===== src/rtl/xfer_route_pkg.sv =====
package xfer_route_pkg;
  parameter int unsigned ADDR_W = 16;
  parameter int unsigned ID_W   = 4;

  typedef enum logic [1:0] {
    OP_COPY = 2'd0,
    OP_SEND = 2'd1,
    OP_RECV = 2'd2,
    OP_RSVD = 2'd3
  } xfer_op_e;

  typedef enum logic [2:0] {
    KIND_INVALID = 3'd0,
    KIND_LOCAL   = 3'd1,
    KIND_GLOAD   = 3'd2,
    KIND_GSTORE  = 3'd3,
    KIND_SEND    = 3'd4,
    KIND_RECV    = 3'd5
  } xfer_kind_e;

  typedef enum logic [1:0] {
    PATH_NONE  = 2'd0,
    PATH_INTRA = 2'd1,
    PATH_DEDIC = 2'd2,
    PATH_INTER = 2'd3
  } xfer_path_e;

  typedef struct packed {
    logic              vld;
    logic              glob;
    logic [ADDR_W-1:0] base;
    logic [ADDR_W-1:0] limit;
    logic [ID_W-1:0]   id;
  } rng_ent_t;

  typedef struct packed {
    logic            vld;
    logic [ID_W-1:0] src;
    logic [ID_W-1:0] dst;
  } pair_ent_t;

  typedef struct packed {
    logic            hit;
    logic            glob;
    logic [ID_W-1:0] id;
  } rng_res_t;
endpackage


===== src/rtl/xfer_cfg_tables.sv =====
module xfer_cfg_tables
  import xfer_route_pkg::*;
#(
  parameter int unsigned NUM_RNG    = 8,
  parameter int unsigned NUM_PAIR   = 4,
  parameter int unsigned RNG_IDX_W  = 3,
  parameter int unsigned PAIR_IDX_W = 2
) (
  input  logic                  clk_i,
  input  logic                  rst_ni,
  input  logic                  rng_we_i,
  input  logic [RNG_IDX_W-1:0]  rng_idx_i,
  input  rng_ent_t              rng_wdata_i,
  input  logic                  pair_we_i,
  input  logic [PAIR_IDX_W-1:0] pair_idx_i,
  input  pair_ent_t             pair_wdata_i,
  output rng_ent_t              rng_tbl_o  [NUM_RNG],
  output pair_ent_t             pair_tbl_o [NUM_PAIR]
);
  for (genvar g = 0; g < NUM_RNG; g++) begin : g_rng
    always_ff @(posedge clk_i or negedge rst_ni) begin
      if (!rst_ni) begin
        rng_tbl_o[g] <= '0;
      end else if (rng_we_i && (rng_idx_i == RNG_IDX_W'(g))) begin
        rng_tbl_o[g] <= rng_wdata_i;
      end
    end
  end

  for (genvar g = 0; g < NUM_PAIR; g++) begin : g_pair
    always_ff @(posedge clk_i or negedge rst_ni) begin
      if (!rst_ni) begin
        pair_tbl_o[g] <= '0;
      end else if (pair_we_i && (pair_idx_i == PAIR_IDX_W'(g))) begin
        pair_tbl_o[g] <= pair_wdata_i;
      end
    end
  end
endmodule


===== src/rtl/xfer_range_lookup.sv =====
module xfer_range_lookup
  import xfer_route_pkg::*;
#(
  parameter int unsigned NUM_RNG = 8
) (
  input  rng_ent_t          tbl_i [NUM_RNG],
  input  logic [ADDR_W-1:0] addr_i,
  output rng_res_t          res_o
);
  logic [NUM_RNG-1:0] hit;

  for (genvar g = 0; g < NUM_RNG; g++) begin : g_cmp
    assign hit[g] = tbl_i[g].vld &&
                    (addr_i >= tbl_i[g].base) &&
                    (addr_i <= tbl_i[g].limit);
  end

  // walk down so the lowest hitting slot is written last
  always_comb begin
    res_o = '0;
    for (int i = NUM_RNG - 1; i >= 0; i--) begin
      if (hit[i]) begin
        res_o.hit  = 1'b1;
        res_o.glob = tbl_i[i].glob;
        res_o.id   = tbl_i[i].id;
      end
    end
  end
endmodule


===== src/rtl/xfer_pair_match.sv =====
module xfer_pair_match
  import xfer_route_pkg::*;
#(
  parameter int unsigned NUM_PAIR   = 4,
  parameter int unsigned PAIR_IDX_W = 2
) (
  input  pair_ent_t             tbl_i [NUM_PAIR],
  input  logic [ID_W-1:0]       src_id_i,
  input  logic [ID_W-1:0]       dst_id_i,
  output logic                  hit_o,
  output logic [PAIR_IDX_W-1:0] idx_o
);
  logic [NUM_PAIR-1:0] match;

  for (genvar g = 0; g < NUM_PAIR; g++) begin : g_cmp
    assign match[g] = tbl_i[g].vld &&
                      (tbl_i[g].src == src_id_i) &&
                      (tbl_i[g].dst == dst_id_i);
  end

  always_comb begin
    hit_o = 1'b0;
    idx_o = '0;
    for (int i = NUM_PAIR - 1; i >= 0; i--) begin
      if (match[i]) begin
        hit_o = 1'b1;
        idx_o = PAIR_IDX_W'(i);
      end
    end
  end
endmodule


===== src/rtl/xfer_classify.sv =====
module xfer_classify
  import xfer_route_pkg::*;
#(
  parameter int unsigned PAIR_IDX_W = 2
) (
  input  logic [1:0]            op_i,
  input  rng_res_t              src_res_i,
  input  rng_res_t              dst_res_i,
  input  logic                  pair_hit_i,
  input  logic [PAIR_IDX_W-1:0] pair_idx_i,
  output xfer_kind_e            kind_o,
  output xfer_path_e            path_o,
  output logic [PAIR_IDX_W-1:0] ded_idx_o,
  output logic                  err_o
);
  xfer_op_e   op;
  xfer_kind_e kind;

  assign op = xfer_op_e'(op_i);

  always_comb begin
    kind = KIND_INVALID;
    if (src_res_i.hit && dst_res_i.hit) begin
      unique case (op)
        OP_COPY: begin
          unique case ({src_res_i.glob, dst_res_i.glob})
            2'b00:   kind = KIND_LOCAL;
            2'b10:   kind = KIND_GLOAD;
            2'b01:   kind = KIND_GSTORE;
            default: kind = KIND_INVALID;
          endcase
        end
        OP_SEND: kind = KIND_SEND;
        OP_RECV: kind = KIND_RECV;
        default: kind = KIND_INVALID;
      endcase
    end
  end

  always_comb begin
    path_o    = PATH_NONE;
    ded_idx_o = '0;
    unique case (kind)
      KIND_INVALID: path_o = PATH_NONE;
      KIND_LOCAL: begin
        if (pair_hit_i) begin
          path_o    = PATH_DEDIC;
          ded_idx_o = pair_idx_i;
        end else begin
          path_o = PATH_INTRA;
        end
      end
      default: path_o = PATH_INTER;
    endcase
  end

  assign kind_o = kind;
  assign err_o  = (kind == KIND_INVALID);
endmodule


===== src/rtl/xfer_route_dec.sv =====
module xfer_route_dec
  import xfer_route_pkg::*;
#(
  parameter int unsigned NUM_RNG  = 8,
  parameter int unsigned NUM_PAIR = 4,
  localparam int unsigned RNG_IDX_W  = (NUM_RNG  > 1) ? $clog2(NUM_RNG)  : 1,
  localparam int unsigned PAIR_IDX_W = (NUM_PAIR > 1) ? $clog2(NUM_PAIR) : 1
) (
  input  logic                  clk_i,
  input  logic                  rst_ni,
  input  logic                  rng_we_i,
  input  logic [RNG_IDX_W-1:0]  rng_idx_i,
  input  logic                  rng_vld_i,
  input  logic                  rng_glob_i,
  input  logic [ADDR_W-1:0]     rng_base_i,
  input  logic [ADDR_W-1:0]     rng_limit_i,
  input  logic [ID_W-1:0]       rng_id_i,
  input  logic                  pair_we_i,
  input  logic [PAIR_IDX_W-1:0] pair_idx_i,
  input  logic                  pair_vld_i,
  input  logic [ID_W-1:0]       pair_src_i,
  input  logic [ID_W-1:0]       pair_dst_i,
  input  logic                  in_valid_i,
  output logic                  in_ready_o,
  input  logic [1:0]            op_i,
  input  logic [ADDR_W-1:0]     src_addr_i,
  input  logic [ADDR_W-1:0]     dst_addr_i,
  output logic                  out_valid_o,
  input  logic                  out_ready_i,
  output logic [2:0]            kind_o,
  output logic [1:0]            path_o,
  output logic [PAIR_IDX_W-1:0] ded_idx_o,
  output logic [ID_W-1:0]       src_id_o,
  output logic [ID_W-1:0]       dst_id_o,
  output logic                  err_o
);
  rng_ent_t  rng_wdata;
  pair_ent_t pair_wdata;
  rng_ent_t  rng_tbl  [NUM_RNG];
  pair_ent_t pair_tbl [NUM_PAIR];

  assign rng_wdata  = '{vld: rng_vld_i, glob: rng_glob_i, base: rng_base_i,
                        limit: rng_limit_i, id: rng_id_i};
  assign pair_wdata = '{vld: pair_vld_i, src: pair_src_i, dst: pair_dst_i};

  xfer_cfg_tables #(
    .NUM_RNG    (NUM_RNG),
    .NUM_PAIR   (NUM_PAIR),
    .RNG_IDX_W  (RNG_IDX_W),
    .PAIR_IDX_W (PAIR_IDX_W)
  ) tables_i (
    .clk_i        (clk_i),
    .rst_ni       (rst_ni),
    .rng_we_i     (rng_we_i),
    .rng_idx_i    (rng_idx_i),
    .rng_wdata_i  (rng_wdata),
    .pair_we_i    (pair_we_i),
    .pair_idx_i   (pair_idx_i),
    .pair_wdata_i (pair_wdata),
    .rng_tbl_o    (rng_tbl),
    .pair_tbl_o   (pair_tbl)
  );

  rng_res_t src_res, dst_res;

  xfer_range_lookup #(.NUM_RNG(NUM_RNG)) src_lkp_i (
    .tbl_i  (rng_tbl),
    .addr_i (src_addr_i),
    .res_o  (src_res)
  );

  xfer_range_lookup #(.NUM_RNG(NUM_RNG)) dst_lkp_i (
    .tbl_i  (rng_tbl),
    .addr_i (dst_addr_i),
    .res_o  (dst_res)
  );

  logic                  pair_hit;
  logic [PAIR_IDX_W-1:0] pair_idx;

  xfer_pair_match #(
    .NUM_PAIR   (NUM_PAIR),
    .PAIR_IDX_W (PAIR_IDX_W)
  ) pair_i (
    .tbl_i    (pair_tbl),
    .src_id_i (src_res.id),
    .dst_id_i (dst_res.id),
    .hit_o    (pair_hit),
    .idx_o    (pair_idx)
  );

  xfer_kind_e            kind_d;
  xfer_path_e            path_d;
  logic [PAIR_IDX_W-1:0] ded_idx_d;
  logic                  err_d;

  xfer_classify #(.PAIR_IDX_W(PAIR_IDX_W)) cls_i (
    .op_i       (op_i),
    .src_res_i  (src_res),
    .dst_res_i  (dst_res),
    .pair_hit_i (pair_hit),
    .pair_idx_i (pair_idx),
    .kind_o     (kind_d),
    .path_o     (path_d),
    .ded_idx_o  (ded_idx_d),
    .err_o      (err_d)
  );

  logic out_valid_q;
  logic load;

  assign in_ready_o = !out_valid_q || out_ready_i;
  assign load       = in_valid_i && in_ready_o;

  always_ff @(posedge clk_i or negedge rst_ni) begin
    if (!rst_ni) begin
      out_valid_q <= 1'b0;
      kind_o      <= '0;
      path_o      <= '0;
      ded_idx_o   <= '0;
      src_id_o    <= '0;
      dst_id_o    <= '0;
      err_o       <= 1'b0;
    end else begin
      if (in_ready_o) out_valid_q <= in_valid_i;
      if (load) begin
        kind_o    <= kind_d;
        path_o    <= path_d;
        ded_idx_o <= ded_idx_d;
        src_id_o  <= src_res.id;
        dst_id_o  <= dst_res.id;
        err_o     <= err_d;
      end
    end
  end

  assign out_valid_o = out_valid_q;
endmodule


===== config.mk =====
export PLATFORM = sky130hd
export DESIGN_NAME = xfer_route_dec
export DESIGN_NICKNAME = d
export VERILOG_FILES = /design/src/rtl/xfer_route_pkg.sv /design/src/rtl/xfer_cfg_tables.sv /design/src/rtl/xfer_range_lookup.sv /design/src/rtl/xfer_pair_match.sv /design/src/rtl/xfer_classify.sv /design/src/rtl/xfer_route_dec.sv
export SDC_FILE = /design/constraint.sdc
export NUM_CORES = 1
export LEC_CHECK = 0
export BUFFER_PORTS_ARGS = -buffer_cell sky130_fd_sc_hd__buf_2
export CAP_MARGIN = 25
export CORE_ASPECT_RATIO = 0.9
export CORE_UTILIZATION = 35
export CTS_CLUSTER_SIZE = 24
export DETAILED_ROUTE_END_ITERATION = 12
export GPL_ROUTABILITY_DRIVEN = 0
export HOLD_SLACK_MARGIN = 0.06
export PLACE_DENSITY_LB_ADDON = 0.25
export SETUP_SLACK_MARGIN = 0.05
export SKIP_CTS_REPAIR_TIMING = 1
export SLEW_MARGIN = 40
export SYNTH_ARGS = -nofsm -noshare
export SYNTH_HDL_FRONTEND = slang
export SYNTH_SLANG_ARGS = --single-unit

===== constraint.sdc =====
create_clock -name clk_i -period 7.4 [get_ports clk_i]
set_clock_uncertainty 0.1 [all_clocks]
set_input_delay 1.48 -clock clk_i [delete_from_list [all_inputs] [get_ports clk_i]]
set_output_delay 1.48 -clock clk_i [all_outputs]
set_load 0.005 [all_outputs]

==> qor.yml, run 1 <==
status: "finished clean"
drv_cap: 0
syn-cell-area_sq_um: 26500
p_seq_share_pct: 33.0
end_kind: "register"
finalCritPeriodShare_pct: 88.9
first_pass_iters: 9
dp_hpwl_microns: 74400
clk_path_buf_depth: 3
grt_pass1_wl_microns: 146000
setup_viol: 0
vias: 22600
critPathSlowestCell: "nor4_1"
antenna_left: 0
die_w_microns: 292
yosys.area.top_type_share_pct: 33.7
syn_to_final_growth_pct: 12.9
finalWirelength_microns: 98200
syn_area_per_cell_sq_um: 9.80
p_clk_share_pct: 26.9
path_class: "in2reg"
path_clk_slew_ps: 60
nets: 3457
multi_input_area_sq_um: 16300
yosysSeqAreaShare_pct: 33.7
routedWlPerCell_microns: 25.5
final-max-slew-violation-count: 0
fillCellCount: 7283
synth_top_area_cell: "dfrtp_1"
crit_arrival_ps: 6950
ios: 110
overflow: 0
htree_levels: 2
pwr_density_cell_nw_per_um2: 271
num_rows: 95
postSynthCellCount: 2706
max-slew-margin-rel_pct: 37.4
final_area_sq_um: 29900
drt_iter0_drc: 2302
layout-drive-gt1-share_pct: 16.6
synth_area_leaders: "dfrtp_1, ha_1, mux2_2, o21ai_0, inv_1"
crit_path_cell_trace: "buf_2, buf_4, ha_1, nand4_1, nor4_1, a21boi_0, nor4_1, o32a_1, nand3b_1, a311o_1, a31o_2, mux2i_1, mux2i_1, mux2_2, ha_1, o21ai_0, mux2i_1, and2_2, and3_1, a221o_1"
period_needed_ps: 6580
holdCritPathClass: "reg2reg"
drc_errors: 0
synth-warning-count: 0
worst_slew_pin_slew_ps: 931
switching_share_pct: 39.0
clock-root-buffer: "clkbuf_16"
first_global_vias: 22100
rsz0062_at_grt: "false"
finalSetupTns_ps: 0
viasPerCell: 5.86
post-route-util_pct: 40.0
regArea_sq_um: 8930
die_y_microns: 263
clkSinkCount: 357
dpl_cell_area_sq_um: 28500
clk_latency_ps: 600
core_region_area_sq_um: 74800
die_area_sq_um: 76900
syn_nets: 3314
slowest_delay_ps: 870
async_flop_share_pct: 100
cts_buffers: 44
port_buffers: 109
synth_cell_types: 90
tritoncts: "built"
ys_ff_latch: 357
power_leakage_nw: 14.1
grt_usage_pct: 25.4
p_switching_mw: 3.16
synth_edf_count: 0
peakVddDrop_uv: 182
grt_max_degree: 137
antenna_found_initial: 6
start_util_pct: 35.5
internal-power_mw: 4.94
combPwrFrac_pct: 40.1
fin_total_pwr_mw: 8.10
synth_flop_cell: "dfrtp_1"
crit_fanout: 11
worstSetupStartpointType: "primary input"
critPathMostFrequentCell: "mux2i_1"
hold_violations: 0
required_ps: 7770
clock.fmax_mhz: 152
## worst paths after layout
check                                         from                      end  slack [ps]  cells after the start
max                                 dst_addr_i[12]                path_o[0]         820                     20
min                        tables_i.rng_tbl_o[160]  tables_i.rng_tbl_o[160]         400                      1
max reg2reg                 tables_i.rng_tbl_o[55]                path_o[0]        1690                     19
min reg2reg                tables_i.rng_tbl_o[160]  tables_i.rng_tbl_o[160]         400                      1
max in group asynchronous                   rst_ni  tables_i.rng_tbl_o[262]        4950                      4
min in group asynchronous                   rst_ni  tables_i.rng_tbl_o[161]         680                      1
## metrics by stage
step                      hold WS (ps)  cells  setup slack, ps
after detailed placement           392   3772              567
after global placement             385   3771              552
after CTS                          406   3849             1190
after floorplan                    373   2706             2070
after global routing               414   3850              765
final                              402   3851              824
## power by group through the flow
stage | combinational (mW) | sequential (mW) | clock (mW)
4_1_cts | 3.18 | 2.66 | 2.22
3_3_place_gp | 3.04 | 2.69 | 0
5_1_grt | 3.60 | 2.71 | 2.29
2_1_floorplan | 2.09 | 2.57 | 0
3_5_place_dp | 3.15 | 2.69 | 0
6_report | 3.25 | 2.67 | 2.18
## state kept, by name (all words and copies together), names as in the netlist
name,count
tables_i.rng_tbl_o,304
tables_i.pair_tbl_o,36
dst_id_o,4
src_id_o,4
kind_o,3
ded_idx_o,2
path_o,2
err_o,1
out_valid_o,1
## per-layer routing
metal	up-vias	track usage (%)	routed length, microns
met5	-	0	59
met2	1017	35.6	39100
met1	11200	37.6	45600
met3	173	7.40	10700
li1	10200	-	-
met4	10	6.79	2730
## placed cells by master (no fill, tap or decap), drive strengths merged, types with 17 or more instances in the layout
cell and instances:
ha 516, dfrtp 357, inv 279, nand2 240, o21ai 220, mux2 215
buf 155, a21oi 148, nor2 77, nand4 69, clkbuf 58, nand3 55
a21o 36, o211ai 34, a211oi 32, nor3 31, o21a 22, nor2b 22
nor4 21, nand2b 17
## worst max-delay path, delay by kind of cell
family                     cells  cell delay (ps)
AOI/OAI and AO/OA              6             2130
and+or+nand+nor                6             1780
muxes                          4              620
adders and majority gates      2              480
buffers and inverters          2              430
## cell usage after synthesis, types with 5 or more instances
master / instances
a22oi_1: 6
or3_1: 7
and3_1: 7
nor3b_1: 15
a21oi_1: 148
o221ai_1: 12
nand3_1: 55
a21o_1: 36
inv_1: 278
a22o_1: 6
nor3_1: 29
o21a_1: 22
a2111oi_0: 6
or2_2: 5
a31oi_1: 7
nand3b_1: 11
mux2i_1: 9
o2111ai_1: 13
nand4b_1: 6
o211ai_1: 32
nand4_1: 69
o21ai_0: 215
a221o_1: 7
a211oi_1: 32
o21ai_1: 5
a311oi_1: 6
dfrtp_1: 357
clkbuf_1: 49
nor4_1: 21
and4_1: 8
xnor2_1: 8
a221oi_1: 6
or4_1: 6
nor2_1: 76
nor2b_1: 22
a211o_1: 5
a21boi_0: 16
ha_1: 516
nand2b_1: 17
mux2_2: 214
xor2_1: 9
nand2_1: 240
o31ai_1: 7
## layout make-up
class / count / area share, %
Clock inverter: 19 / 0.593
Timing Repair Buffer: 155 / 3.28
Tap cell: 970 / 4.05
Sequential cell: 357 / 29.8
Multi-Input combinational cell: 2013 / 54.5
Inverter: 278 / 3.49
Clock buffer: 58 / 4.20
Antenna cell: 1 / 0.00836
## kinds of logic after synthesis
| kind of cell | count (synthesis) | synth area share (%) |
|---|---|---|
| adder cells (fa/ha/maj) | 516 | 24.3 |
| AND/OR/NAND/NOR | 613 | 11.5 |
| multiplexers | 224 | 9.48 |
| XOR/XNOR | 17 | 0.561 |
| AO/OA/AOI/OAI | 643 | 15.6 |
| buffers and inverters | 336 | 4.84 |
| flip-flops | 357 | 33.7 |
No activity file was read; power rests on OpenSTA's default activity.
==> run 2, diff against run 1 <==
--- a/config.mk
+++ b/config.mk
@@ -7,6 +7,8 @@
 export LEC_CHECK = 0
 export BUFFER_PORTS_ARGS = -buffer_cell sky130_fd_sc_hd__buf_2
 export CAP_MARGIN = 25
+export CELL_PAD_IN_SITES_DETAIL_PLACEMENT = 0
+export CELL_PAD_IN_SITES_GLOBAL_PLACEMENT = 1
 export CORE_ASPECT_RATIO = 0.9
 export CORE_UTILIZATION = 35
 export CTS_CLUSTER_SIZE = 24
==> run 2 against run 1 <==
Compared with the run above:
- clock power up 8%
- largest cell class unchanged
- flip-flop and latch count unchanged
- die area is the same
- largest power group unchanged
- register-to-register slack gained 430 ps
- worst hold slack got worse by 27 ps
- critical path type unchanged
==> qor.yml, run 2 (synthesis gave the netlist of run 1 again) <==
status: "finished clean"
finalCritPeriodShare_pct: 83.4  # -5.4 points
core_region_area_sq_um: 74800  # unchanged
grt_pass1_wl_microns: 144000  # -0.93%
fin_total_pwr_mw: 8.16  # +0.79%
routedWlPerCell_microns: 24.9  # -2.2%
drt_iter0_drc: 1477  # -36%
end_kind: "register"
grt_max_degree: 131  # -4.4%
antenna_found_initial: 1  # -5
peakVddDrop_uv: 168  # -8.0%
final-max-slew-violation-count: 0  # unchanged
pwr_density_cell_nw_per_um2: 271  # +0.14%
vias: 21800  # -3.4%
critPathSlowestCell: "nor4_1"
power_leakage_nw: 14.2  # +0.64%
tritoncts: "built"
cts_buffers: 45  # +2.3%
clk_path_buf_depth: 3  # unchanged
die_area_sq_um: 76900  # unchanged
max-slew-margin-rel_pct: 47.4  # +10 points
critPathMostFrequentCell: "mux2i_1"
drv_cap: 0  # unchanged
finalSetupTns_ps: 0  # unchanged
drc_errors: 0  # unchanged
ios: 110  # unchanged
path_class: "in2reg"
largest_reg_flops: 304  # unchanged
num_rows: 95  # unchanged
largest_register: "tables_i.rng_tbl_o"
slowest_delay_ps: 590  # -280 ps
clock.fmax_mhz: 162  # +6.5%
first_global_vias: 22500  # +1.9%
hold_violations: 0  # unchanged
worst_slew_pin_slew_ps: 782  # -149 ps
nets: 3463  # +0.17%
fillCellCount: 7235  # -0.66%
crit_arrival_ps: 6550  # -400 ps
top_regs: "tables_i.rng_tbl_o x304, tables_i.pair_tbl_o x36"
die_y_microns: 263  # unchanged
start_util_pct: 35.5  # unchanged
first_pass_iters: 5  # -4
viasPerCell: 5.65  # -3.6%
clock-root-buffer: "clkbuf_16"
overflow: 0  # unchanged
worstSetupStartpointType: "primary input"
dp_hpwl_microns: 72400  # -2.7%
layout-drive-gt1-share_pct: 16.9  # +0.36 points
die_w_microns: 292  # unchanged
setup_viol: 0  # unchanged
final_cell_mix: "ha_1, dfrtp_1, inv_1"
crit_fanout: 10  # -1
htree_levels: 2  # unchanged
dp.cells: 3776  # +0.11%
grt_usage_pct: 25.2  # -0.25 points
stdcell_count: 3862  # +0.29%
layout_commonest_cell: "ha_1"
clkSinkCount: 357  # unchanged
port_buffers: 109  # unchanged
required_ps: 7770  # about the same
path_clk_slew_ps: 60  # about the same
finalWirelength_microns: 96300  # -2.0%
syn_to_final_growth_pct: 13.6
rsz0062_at_grt: "false"
antenna_left: 0  # unchanged
crit_path_cell_trace: "buf_2, ha_1, nand4_1, nor4_1, a21boi_0, nor4_1, buf_4, o32a_1, buf_4, nand3b_1, a311o_1, a31o_2, mux2i_1, mux2i_1, mux2_2, ha_1, o21ai_0, mux2i_1, and2_2, and3_1, a221o_1"
holdCritPathClass: "reg2reg"
clk_latency_ps: 590  # about the same
period_needed_ps: 6170  # -402 ps
==> run 2: changes by cell type in the layout (fill, tap and decap cells not counted), moves of 2 or more <==
cell        before  now
o21ai_1          7    5
o21ai_0        213  215
clkbuf_1         6    4
bufinv_16        2    5
clkbuf_8         6    9
buf_4           38   43
clkinv_2        10    8
clkinvlp_4       1    4
==> run 2: per-stage QoR <==
step	hold WS (ps)	instance area (sq um)	utilization [%]	setup slack, ps
after CTS	382	30100	40.2	1330
after floorplan	373	26500	-	2070
after global routing	400	30100	40.3	1000
final	375	30100	40.3	1230
after detailed placement	369	28500	38.1	705
after global placement	362	28500	38.1	724
==> run 2: worst paths after layout <==
| path | startpoint | endpoint | slack [ps] | cells past startpoint |
|---|---|---|---|---|
| setup / recovery | dst_addr_i[12] | path_o[0] | 1230 | 21 |
| hold / removal | dst_id_o[1] | dst_id_o[1] | 370 | 2 |
| setup reg to reg | tables_i.rng_tbl_o[55] | path_o[0] | 2120 | 21 |
| hold reg to reg | dst_id_o[1] | dst_id_o[1] | 370 | 2 |
| max in group asynchronous | rst_ni | tables_i.rng_tbl_o[215] | 5310 | 3 |
| min in group asynchronous | rst_ni | out_valid_o | 720 | 1 |
==> run 2: final cells by class <==
type / instances / area (sq um) / area share, %
clock inverters: 22 / 264 / 0.876
flip-flops and latches: 357 / 8930 / 29.6
repair buffers: 160 / 1030 / 3.41
inverters: 278 / 1040 / 3.46
clock buffers: 60 / 1320 / 4.36
diodes: 2 / 5.00 / 0.0166
well taps: 970 / 1210 / 4.03
multi-input cells: 2013 / 16300 / 54.2
==> run 2: per-layer routing <==
metal | up-vias | track usage (%) | part of all wire, %
met5 | - | 0 | 0
met3 | 188 | 3.20 | 4.8
met1 | 10800 | 33.1 | 45
met4 | 0 | 11.2 | 4.6
li1 | 10200 | - | -
met2 | 600 | 41.3 | 46
==> run 2: worst max-delay path, delay by kind of cell <==
family,cells,cell delay [ps]
simple gates,6,1470
mux,4,630
compound gates,6,1660
fa+ha+maj,2,450
buf+inv,3,810
==> run 2: where the power goes <==
part | switching, mW | leakage (nW) | total (mW) | internal [mW]
clock | 0.931 | 0.773 | 2.36 | 1.42
combinational | 1.88 | 9.07 | 3.17 | 1.29
sequential | 0.264 | 4.32 | 2.64 | 2.38
==> run 3, diff against run 2 <==
==> constraint.sdc (replaced) <==
create_clock -name clk_i -period 6.25 [get_ports clk_i]
set_clock_uncertainty 0.1 [all_clocks]
set_input_delay 1.25 -clock clk_i [delete_from_list [all_inputs] [get_ports clk_i]]
set_output_delay 1.25 -clock clk_i [all_outputs]
set_load 0.005 [all_outputs]
==> run 3 against run 2 <==
Compared with the run above:
- sequential share of layout area down 0.63 points
- worst hold slack improved by 6.1 ps
- die area did not move
- critical path depth fell by 2
- flip-flop and latch count did not move
- count of clock-buffer cells in the layout rose by 3
- cell area is 2.2% higher
- worst setup slack got worse by 750 ps
- critical endpoint unchanged
- highest routed layer is now met5
==> qor.yml, run 3 (synthesis gave the netlist of run 1 again) <==
status: "finished clean"
final-max-slew-violation-count: 0  # unchanged
hold_ws_ps: 381  # +6.09 ps
antenna_left: 0  # unchanged
drv_cap: 0  # unchanged
crit_buf_inv: 1  # -2
first_pass_iters: 5  # unchanged
cp_top_family: "compound AO/OA/AOI/OAI gates"
worstSetupStartpointType: "primary input"
peakVddDrop_uv: 235  # +40%
vias: 22200  # +1.6%
dp_hpwl_microns: 74400  # +2.8%
start_util_pct: 35.5  # unchanged
nets: 3538  # +2.2%
end_kind: "register"
worst_slew_pin_slew_ps: 837  # +55.5 ps
critPathSlowestCell: "nor4_1"
dpl_cell_area_sq_um: 29100  # +2.0%
required_ps: 6640  # -1130 ps
port_buffers: 109  # unchanged
hold_violations: 0  # unchanged
drt_iter0_drc: 1293  # -12%
path_class: "in2reg"
layout_commonest_cell: "ha_1"
clk_path_buf_depth: 3  # unchanged
period_needed_ps: 5770
slowest_delay_ps: 650  # +60 ps
finalWirelength_microns: 96900  # +0.67%
antenna_found_initial: 1  # unchanged
finalCritPeriodShare_pct: 92.4
rr_startpoint: "tables_i.rng_tbl_o[56]"
setup_viol: 0  # unchanged
largest_reg_flops: 304  # unchanged
die_area_sq_um: 76900  # unchanged
r2r_slack_ps: 940  # -1180 ps
die_y_microns: 263  # unchanged
cts_buffers: 45  # unchanged
path_clk_slew_ps: 60  # about the same
tritoncts: "built"
clk_latency_ps: 610  # +20 ps
max-slew-margin-rel_pct: 42.7  # -4.7 points
power_leakage_nw: 14.6  # +2.8%
top_regs: "tables_i.rng_tbl_o x304, tables_i.pair_tbl_o x36"
die_w_microns: 292  # unchanged
crit_fanout: 6  # -4
core_region_area_sq_um: 74800  # unchanged
grt_max_degree: 133  # +1.5%
first_global_vias: 22600  # +0.30%
grt_usage_pct: 25.2  # +0.037 points
crit_arrival_ps: 6160  # -390 ps
drc_errors: 0  # unchanged
critPathMostFrequentCell: "mux2i_1"
holdCritPathClass: "reg2reg"
holdPathEnd: "src_id_o[0]"
largest_register: "tables_i.rng_tbl_o"
grt_pass1_wl_microns: 144000  # +0.21%
layout-drive-gt1-share_pct: 19.0  # +2.1 points
hp-start: "src_id_o[0]"
num_rows: 95  # unchanged
ios: 110  # unchanged
routedWlPerCell_microns: 24.6  # -1.2%
clock.fmax_mhz: 173
rsz0062_at_grt: "false"
whs_path_depth: 2  # unchanged
htree_levels: 2  # unchanged
crit_path_cell_trace: "buf_2, ha_1, nand4_1, nor4_1, a21boi_0, nor4_1, o32a_1, nand3b_1, a311o_1, a31o_2, mux2i_1, mux2i_1, mux2_2, ha_1, o21ai_0, mux2i_1, and2_2, and3_1, a221o_1"
clock-root-buffer: "clkbuf_16"
reg2reg_to: "path_o[0]"
final_cell_mix: "ha_1, dfrtp_1, inv_1"
final_area_sq_um: 30800  # +2.2%
viasPerCell: 5.63  # -0.36%
clkSinkCount: 357  # unchanged
pwr_density_cell_nw_per_um2: 322  # +19%
overflow: 0  # unchanged
reg2reg_depth: 19  # -9.5%
syn_to_final_growth_pct: 16.1
-- run 3: area by class of cell --
| cell class | instances | area (sq um) |
|---|---|---|
| Fill cell | 7235 | 44000 |
| Multi-Input combinational cell | 2013 | 16300 |
| Sequential cell | 357 | 8930 |
| Timing Repair Buffer | 235 | 1640 |
| Clock buffer | 63 | 1330 |
| Tap cell | 970 | 1210 |
| Inverter | 278 | 1040 |
| Clock inverter | 18 | 278 |
| Antenna cell | 2 | 5.00 |
-- run 3: worst max path at each step --
stage,startpoint,endpoint,depth (start not counted)
floorplan,dst_addr_i[13],path_o[0],19
global placement,dst_addr_i[12],path_o[0],19
detailed placement,dst_addr_i[12],path_o[0],19
CTS,dst_addr_i[12],path_o[0],19
global route,dst_addr_i[12],path_o[0],19
finish,dst_addr_i[12],path_o[0],19
-- run 3: layer usage --
metal  track usage (%)  share of wire (%)  vias to the layer above  wire length [microns]
met1              32.4                 43                    11000                  42100
li1                  -                  -                    10400                      -
met5                 0              0.013                        -                     13
met3              3.14                4.5                      195                   4390
met4              11.1                4.6                        2                   4440
met2              42.4                 47                      606                  46000
-- run 3: per-stage QoR --
stage	power (mW)	util [%]	setup WS, ps	cells	TNS (ps)
final	9.93	41.2	476	3936	0
after global routing	10.6	41.2	443	3934	0
after CTS	9.97	41.0	519	3931	0
after detailed placement	7.06	38.9	-121	3850	-134
after global placement	6.94	38.9	-151	3850	-208
after floorplan	5.52	-	1150	2706	0
-- run 3: worst reg2reg max path, delay by kind of cell (launching register included) --
family | cells | cell delay (ps)
fa+ha+maj | 2 | 500
buf+inv | 1 | 90
compound gates | 6 | 2020
mux | 4 | 650
simple gates | 6 | 1530
flops | 1 | 350
-- run 3: report_power, final --
group	total, mW	switching, mW	internal, mW
logic	3.96	2.30	1.66
registers	3.11	0.300	2.81
clock network	2.85	1.11	1.74
total	9.93	3.71	6.21
